===== config.mk =====
export PLATFORM = sky130hd
export DESIGN_NAME = fb_pixel_unpacker
export DESIGN_NICKNAME = d
export VERILOG_FILES = /design/src/rtl/fbu_pkg.sv /design/src/rtl/fbu_extract.sv /design/src/rtl/fbu_word_stage.sv /design/src/rtl/fbu_pix_out.sv /design/src/rtl/fb_pixel_unpacker.sv
export SDC_FILE = /design/constraint.sdc
export NUM_CORES = 1
export LEC_CHECK = 0
export BUFFER_PORTS_ARGS = -buffer_cell sky130_fd_sc_hd__clkbuf_2
export CELL_PAD_IN_SITES_DETAIL_PLACEMENT = 1
export CELL_PAD_IN_SITES_GLOBAL_PLACEMENT = 1
export CORE_ASPECT_RATIO = 0.7
export CORE_MARGIN = 2
export CORE_UTILIZATION = 45
export DETAILED_ROUTE_END_ITERATION = 16
export PLACE_DENSITY_LB_ADDON = 0.1
export SETUP_SLACK_MARGIN = 0.05
export SYNTH_ARGS = -nofsm -noshare
export SYNTH_HDL_FRONTEND = slang
export SYNTH_SLANG_ARGS = --single-unit

===== constraint.sdc =====
create_clock -name clk_i -period 4.3 [get_ports clk_i]
set_input_delay 0.215 -clock clk_i [delete_from_list [all_inputs] [get_ports clk_i]]
set_output_delay 0.215 -clock clk_i [all_outputs]
set_load 0.03 [all_outputs]

===== src/rtl/fbu_pkg.sv =====
package fbu_pkg;
  localparam int WORD_W = 32;
  localparam int PIX_W  = 24;
  localparam int IDX_W  = 8;
  localparam int SLOT_W = 5;

  localparam logic [2:0] DEP_1   = 3'd0;
  localparam logic [2:0] DEP_2   = 3'd1;
  localparam logic [2:0] DEP_4   = 3'd2;
  localparam logic [2:0] DEP_8   = 3'd3;
  localparam logic [2:0] DEP_565 = 3'd4;
  localparam logic [2:0] DEP_555 = 3'd5;
  localparam logic [2:0] DEP_444 = 3'd6;
  localparam logic [2:0] DEP_32  = 3'd7;

  localparam logic [1:0] ORD_LL = 2'd0;
  localparam logic [1:0] ORD_BB = 2'd1;
  localparam logic [1:0] ORD_LB = 2'd2;

  // log2 of bits per pixel
  function automatic logic [2:0] depth_log2(input logic [2:0] d);
    if (d <= DEP_8)       return d;
    else if (d == DEP_32) return 3'd5;
    else                  return 3'd4;
  endfunction

  function automatic logic is_indexed(input logic [2:0] d);
    return d <= DEP_8;
  endfunction
endpackage


===== src/rtl/fbu_extract.sv =====
module fbu_extract
  import fbu_pkg::*;
(
  input  logic [WORD_W-1:0] word_i,
  input  logic [SLOT_W-1:0] slot_i,
  input  logic [2:0]        depth_i,
  input  logic [1:0]        order_i,
  input  logic              bgr_i,
  output logic [IDX_W-1:0]  idx_o,
  output logic [PIX_W-1:0]  rgb_o
);
  logic [WORD_W-1:0] norm, sh;
  logic [2:0]        lb;
  logic [5:0]        off;
  logic [15:0]       h;
  logic [7:0]        lo, mid, hi, mask;
  logic [7:0]        unused_top;

  always_comb begin
    lb   = depth_log2(depth_i);
    norm = (order_i == ORD_BB) ?
           {word_i[7:0], word_i[15:8], word_i[23:16], word_i[31:24]} : word_i;
    off  = {1'b0, slot_i} << lb;
    // sub-byte pixels taken from the top of each byte
    if (order_i == ORD_LB && lb < 3'd3)
      off[2:0] = off[2:0] ^ (3'b111 << lb);
    sh = norm >> off[4:0];
    case (lb)
      3'd0:    mask = 8'h01;
      3'd1:    mask = 8'h03;
      3'd2:    mask = 8'h0f;
      default: mask = 8'hff;
    endcase
    idx_o = sh[7:0] & mask;
    h     = sh[15:0];
    case (depth_i)
      DEP_565: begin
        lo = {h[4:0], 3'b0}; mid = {h[10:5], 2'b0}; hi = {h[15:11], 3'b0};
      end
      DEP_555: begin
        lo = {h[4:0], 3'b0}; mid = {h[9:5], 3'b0};  hi = {h[14:10], 3'b0};
      end
      DEP_444: begin
        lo = {h[3:0], 4'b0}; mid = {h[7:4], 4'b0};  hi = {h[11:8], 4'b0};
      end
      default: begin
        lo = sh[7:0]; mid = sh[15:8]; hi = sh[23:16];
      end
    endcase
    rgb_o      = bgr_i ? {hi, mid, lo} : {lo, mid, hi};
    unused_top = sh[31:24];
  end
endmodule


===== src/rtl/fbu_word_stage.sv =====
module fbu_word_stage
  import fbu_pkg::*;
#(
  parameter int LEN_W = 12
) (
  input  logic              clk_i,
  input  logic              rst_ni,
  input  logic              line_start_i,
  input  logic [LEN_W-1:0]  line_len_i,
  input  logic [2:0]        depth_i,
  input  logic [1:0]        order_i,
  input  logic              bgr_i,
  input  logic              word_valid_i,
  input  logic [WORD_W-1:0] word_data_i,
  output logic              word_ready_o,
  input  logic              can_emit_i,
  output logic              emit_o,
  output logic              last_o,
  output logic [WORD_W-1:0] word_o,
  output logic [SLOT_W-1:0] slot_o,
  output logic [2:0]        depth_o,
  output logic [1:0]        order_o,
  output logic              bgr_o
);
  logic [LEN_W-1:0]  rem_q;
  logic [WORD_W-1:0] w_q;
  logic              w_valid_q;
  logic [SLOT_W-1:0] slot_q, slot_max;
  logic [2:0]        depth_q;
  logic [1:0]        order_q;
  logic              bgr_q;
  logic              active, last_slot, fin, take;

  assign slot_max     = SLOT_W'(5'd31 >> depth_log2(depth_q));
  assign active       = rem_q != '0;
  assign last_slot    = slot_q == slot_max;
  assign emit_o       = w_valid_q && can_emit_i;
  assign fin          = emit_o && rem_q == LEN_W'(1);
  assign word_ready_o = active && (!w_valid_q || (emit_o && last_slot && !fin));
  assign take         = word_valid_i && word_ready_o;
  assign last_o       = rem_q == LEN_W'(1);
  assign word_o       = w_q;
  assign slot_o       = slot_q;
  assign depth_o      = depth_q;
  assign order_o      = order_q;
  assign bgr_o        = bgr_q;

  always_ff @(posedge clk_i or negedge rst_ni) begin
    if (!rst_ni) begin
      rem_q     <= '0;
      w_q       <= '0;
      w_valid_q <= 1'b0;
      slot_q    <= '0;
      depth_q   <= '0;
      order_q   <= '0;
      bgr_q     <= 1'b0;
    end else if (line_start_i && !active) begin
      rem_q   <= line_len_i;
      depth_q <= depth_i;
      order_q <= order_i;
      bgr_q   <= bgr_i;
      slot_q  <= '0;
    end else begin
      if (emit_o) begin
        rem_q <= rem_q - LEN_W'(1);
        if (fin || last_slot) begin
          slot_q    <= '0;
          w_valid_q <= 1'b0;
        end else begin
          slot_q <= slot_q + SLOT_W'(1);
        end
      end
      if (take) begin
        w_q       <= word_data_i;
        w_valid_q <= 1'b1;
      end
    end
  end


  no_word_idle_chk: assert property (@(posedge clk_i) disable iff (!rst_ni)
    !active |-> !w_valid_q);

  slot_range_chk: assert property (@(posedge clk_i) disable iff (!rst_ni)
    w_valid_q |-> slot_q <= slot_max);

  cfg_hold_chk: assert property (@(posedge clk_i) disable iff (!rst_ni)
    active |=> $stable(depth_q) && $stable(order_q) && $stable(bgr_q));
endmodule


===== src/rtl/fbu_pix_out.sv =====
module fbu_pix_out
  import fbu_pkg::*;
(
  input  logic             clk_i,
  input  logic             rst_ni,
  input  logic             emit_i,
  input  logic             indexed_i,
  input  logic             last_i,
  input  logic [PIX_W-1:0] rgb_i,
  input  logic [PIX_W-1:0] pal_rgb_i,
  output logic             can_emit_o,
  input  logic             pix_ready_i,
  output logic             pix_valid_o,
  output logic [PIX_W-1:0] pix_rgb_o,
  output logic             pix_last_o
);
  logic             lk_valid_q, lk_fresh_q, lk_last_q;
  logic [PIX_W-1:0] lk_rgb_q, lk_data;
  logic             out_valid_q, out_last_q;
  logic [PIX_W-1:0] out_rgb_q;
  logic             adv;

  assign adv        = !out_valid_q || pix_ready_i;
  // direct pixels must not overtake a pending palette lookup
  assign can_emit_o = indexed_i ? (!lk_valid_q || adv) : (!lk_valid_q && adv);
  assign lk_data    = lk_fresh_q ? pal_rgb_i : lk_rgb_q;

  always_ff @(posedge clk_i or negedge rst_ni) begin
    if (!rst_ni) begin
      lk_valid_q  <= 1'b0;
      lk_fresh_q  <= 1'b0;
      lk_last_q   <= 1'b0;
      lk_rgb_q    <= '0;
      out_valid_q <= 1'b0;
      out_last_q  <= 1'b0;
      out_rgb_q   <= '0;
    end else begin
      lk_fresh_q <= emit_i && indexed_i;
      if (lk_fresh_q) lk_rgb_q <= pal_rgb_i;
      if (emit_i && indexed_i) begin
        lk_valid_q <= 1'b1;
        lk_last_q  <= last_i;
      end else if (adv) begin
        lk_valid_q <= 1'b0;
      end
      if (adv) begin
        if (lk_valid_q) begin
          out_valid_q <= 1'b1;
          out_rgb_q   <= lk_data;
          out_last_q  <= lk_last_q;
        end else if (emit_i && !indexed_i) begin
          out_valid_q <= 1'b1;
          out_rgb_q   <= rgb_i;
          out_last_q  <= last_i;
        end else begin
          out_valid_q <= 1'b0;
        end
      end
    end
  end

  assign pix_valid_o = out_valid_q;
  assign pix_rgb_o   = out_rgb_q;
  assign pix_last_o  = out_last_q;


  out_hold_chk: assert property (@(posedge clk_i) disable iff (!rst_ni)
    out_valid_q && !pix_ready_i |=> out_valid_q && $stable(out_rgb_q) && $stable(out_last_q));

  lk_hold_chk: assert property (@(posedge clk_i) disable iff (!rst_ni)
    lk_valid_q && !adv |=> lk_valid_q);

  no_overtake_chk: assert property (@(posedge clk_i) disable iff (!rst_ni)
    emit_i && !indexed_i |-> !lk_valid_q);

  fresh_pending_chk: assert property (@(posedge clk_i) disable iff (!rst_ni)
    lk_fresh_q |-> lk_valid_q);
endmodule


===== src/rtl/fb_pixel_unpacker.sv =====
module fb_pixel_unpacker
  import fbu_pkg::*;
#(
  parameter int LEN_W = 12
) (
  input  logic              clk_i,
  input  logic              rst_ni,
  input  logic              line_start_i,
  input  logic [LEN_W-1:0]  line_len_i,
  input  logic [2:0]        depth_i,
  input  logic [1:0]        order_i,
  input  logic              bgr_i,
  input  logic              word_valid_i,
  input  logic [31:0]       word_data_i,
  output logic              word_ready_o,
  output logic              pal_req_o,
  output logic [7:0]        pal_idx_o,
  input  logic [23:0]       pal_rgb_i,
  output logic              pix_valid_o,
  input  logic              pix_ready_i,
  output logic [23:0]       pix_rgb_o,
  output logic              pix_last_o
);
  logic              emit, last, can_emit, bgr, indexed;
  logic [WORD_W-1:0] word;
  logic [SLOT_W-1:0] slot;
  logic [2:0]        depth;
  logic [1:0]        order;
  logic [IDX_W-1:0]  idx;
  logic [PIX_W-1:0]  rgb;

  fbu_word_stage #(.LEN_W(LEN_W)) u_word (
    .clk_i, .rst_ni, .line_start_i, .line_len_i, .depth_i, .order_i, .bgr_i,
    .word_valid_i, .word_data_i, .word_ready_o,
    .can_emit_i(can_emit), .emit_o(emit), .last_o(last), .word_o(word),
    .slot_o(slot), .depth_o(depth), .order_o(order), .bgr_o(bgr)
  );

  fbu_extract u_ext (
    .word_i(word), .slot_i(slot), .depth_i(depth), .order_i(order),
    .bgr_i(bgr), .idx_o(idx), .rgb_o(rgb)
  );

  assign indexed   = is_indexed(depth);
  assign pal_req_o = emit && indexed;
  assign pal_idx_o = idx;

  fbu_pix_out u_out (
    .clk_i, .rst_ni, .emit_i(emit), .indexed_i(indexed), .last_i(last),
    .rgb_i(rgb), .pal_rgb_i, .can_emit_o(can_emit), .pix_ready_i,
    .pix_valid_o, .pix_rgb_o, .pix_last_o
  );
endmodule


==> reports/metrics.cfg <==
[clock_tree]
cts-root-buf=clkbuf_16
cts_tree=yes
clk_latency_ns=0.38
cts-buffers-inserted=9
clk_pin_slew_worst_paths_ns=0.08
htree_levels=3
clockBufferDepth=2
cts_num_sinks=109

[synth]
synthTopCellsByCount=110 x nand2_1, 109 x dfrtp_1, 74 x mux2_2, 74 x nor2_1
synth.avg_cell_area_um2=8.67
synth_compound_area_share_pct=27.5
synthMostInstantiatedCell=nand2_1
synth_xor_xnor_area_share_pct=1.45
synth_edf_count=0
synth_top_area_cell=dfrtp_1
syn_area_um2=9580
synth_top_area_share_pct=28.5
synth-warning-count=0
syn_inst=1105
synth_flop_cell=dfrtp_1
synthAdderAreaFrac_pct=0.496
synth_cell_types=89
synth_area_leaders=dfrtp_1 28%, mux2_2 8.7%, nand2_1 4.3%
synthSimpleGateAreaFrac_pct=22.5
synth_fp_nets=1187
synth_top_family_by_area=compound AO/OA/AOI/OAI gates
muxShareOfSynthArea_pct=13.4
synthArstFlopShare_pct=100
ys_seq_area_share_pct=28.5
ys_ff_latch=109

[run]
drv_cap=0

[timing]
relSlewSlack_pct=44.2
fin_setup_tns_ns=0
rsz0062_at_grt=true
finalWorstPathRequiredPeriod_ns=4.18
worstMarginPinSlew_ns=0.834
hold_slack_ns=0.0376
hold_viol_final=0
timing.fmax_mhz=239
skew_ns=0.0103
setup_viol=0
fin_crit_sh_pct=97.2
drv_slew=0

[setup_path]
r2r_cells=11
critical_path_arrival_ns=3.96
rrSetupSlack_ns=0.43
cp_common_cell=buf_4
crit_path_max_fanout=24
crit_slowest_cell=mux4_2
crit_chain=buf_4, o31ai_2, o31ai_1, a311o_1, mux4_2, a222oi_1, buf_4, a2bb2oi_2, and2_1, nor2_1, clkbuf_2
worst_r2r_endpoint=u_out.pix_rgb_o[10]
worstSetupPathType=flop to primary output
r2r_start=u_word.depth_o[0]
crit_buf_inv=3
crit_family=compound AO/OA/AOI/OAI gates
critPathLaunchType=flop
crit_required_ns=4.09
crit_path_end_kind=primary output
max_stage_delay_ns=0.58

[global_routing]
track_usage_pct=33.7
grt_max_degree=62
overflow=0
grt_pass1_vias=9808
antenna_found_initial=0
grt_pass1_wl_um=58600

[final_layout]
drive_gt1_share_pct=26.1
n_fill_cell=2486
nets=1259
n_antenna_cell=0
area_growth_pct=12.9
regArea_um2=2730
multi_input_area_um2=6300

[floorplanning]
start_util_pct=46.0
fp-row-count=44
coreArea_um2=20800
fp.dieW_um=178
dieArea_um2=22500
fp.dieH_um=126
top_level_ports=115

[placed_design]
port_buffers=114
place_hpwl_um=28500
place_congestion=0.999

[drt]
wl_um=37300
ant_nets=0
firstDrtPassIters=6
drtIter0Drc=1108
wire_per_inst_um=25.6
viasPerCell=6.85
vias=9989
drc_errors=0

[min_path]
hold_path_class=primary input to flop
hold_path_depth=3
hold_end=u_word.rem_q[0]
min-delay-start=line_len_i[0]

[outcome]
outcome=completed

-- per-layer routing --
| metal | routed length (um) | track usage [%] | vias up |
|---|---|---|---|
| li1 | - | - | 4416 |
| met1 | 17500 | 52.5 | 5025 |
| met2 | 15700 | 47.8 | 520 |
| met3 | 3770 | 7.88 | 28 |
| met4 | 256 | 4.73 | 0 |
| met5 | 0 | 0.877 | - |
-- metrics by stage --
stage | worst slack, ns | cell area (um2) | utilization [%] | std cells
2_1_floorplan | 0.936 | 9580 | - | 1105
3_3_place_gp | 0.466 | 10400 | 50.0 | 1438
3_5_place_dp | 0.430 | 10400 | 50.0 | 1438
4_1_cts | 0.0612 | 10700 | 51.6 | 1455
5_1_grt | 0.0345 | 10800 | 52.0 | 1458
6_report | 0.123 | 10800 | 52.0 | 1458
-- state kept, by name, indices dropped and copies added (netlist names), 2 cells and up --
register,flops
u_out.lk_rgb_q,24
u_out.pix_rgb_o,24
u_word.depth_o,3
u_word.order_o,2
u_word.rem_q,12
u_word.slot_o,5
u_word.word_o,32
-- area by class of cell --
type / count / area share, %
tap: 276 / 3.19
sequential: 109 / 25.3
clock inverter: 6 / 0.752
inverter: 13 / 0.451
timing repair buffer: 172 / 9.83
clock buffer: 10 / 2.21
multi-input combinational: 872 / 58.3
-- placed cells by master, fill, tap and decap left out, types with 6 or more instances in the layout --
master,instances
nor3_1,27
inv_1,12
a211oi_1,15
nand2_1,110
dfrtp_1,107
xnor2_1,10
buf_4,52
mux2_2,74
mux4_2,13
or3_1,6
mux2i_1,14
clkbuf_2,113
nor4bb_1,14
o221ai_1,14
and2_1,17
nand3_1,41
a221oi_1,25
or4bb_1,7
nand4_1,6
nand2b_1,16
o211ai_1,15
nor2b_1,19
o21ai_0,46
and4b_1,15
a21oi_1,50
o31ai_1,33
and3_1,12
nor2_1,74
a22oi_1,9
o21a_1,10
nand4b_1,7
a31oi_1,7
clkbuf_16,9
or2_2,8
nor4_1,6
o31a_1,16
a41oi_1,16
a21o_1,6
-- what timing repair did --
action	CTS	global route
endpoints found under the setup margin	1	8
pin swaps	0	2
setup buffers	0	3
hold buffers	1	0
resized for setup	1	10
endpoints found under the hold margin	47	0
-- worst min-delay path: cells and delay by family --
family          cells  cell delay, ns
buf+inv             1            0.08
compound gates      1            0.05
simple gates        1            0.04
-- cell families after synthesis --
logic type / Yosys count
adders and majority gates: 4
buffers and inverters: 124
xor gates and xnor gates: 15
AOI/OAI and AO/OA: 349
muxes: 102
DFF: 109
and+or+nand+nor: 402
-- worst max-delay path by stage --
stage	from	depth (start not counted)	end
2_1_floorplan	u_word.depth_o[0]	13	u_word.word_o[10]
3_3_place_gp	u_word.slot_o[0]	10	pal_idx_o[3]
3_5_place_dp	u_word.slot_o[0]	10	pal_idx_o[3]
4_1_cts	u_word.slot_o[0]	10	pal_idx_o[1]
5_1_grt	u_word.depth_o[0]	11	pal_idx_o[5]
6_report	u_word.depth_o[0]	11	pal_idx_o[5]
Power is left out: the tool's default activity adds up to more than one toggle a clock period on the data nets, which glitch-free logic cannot reach.
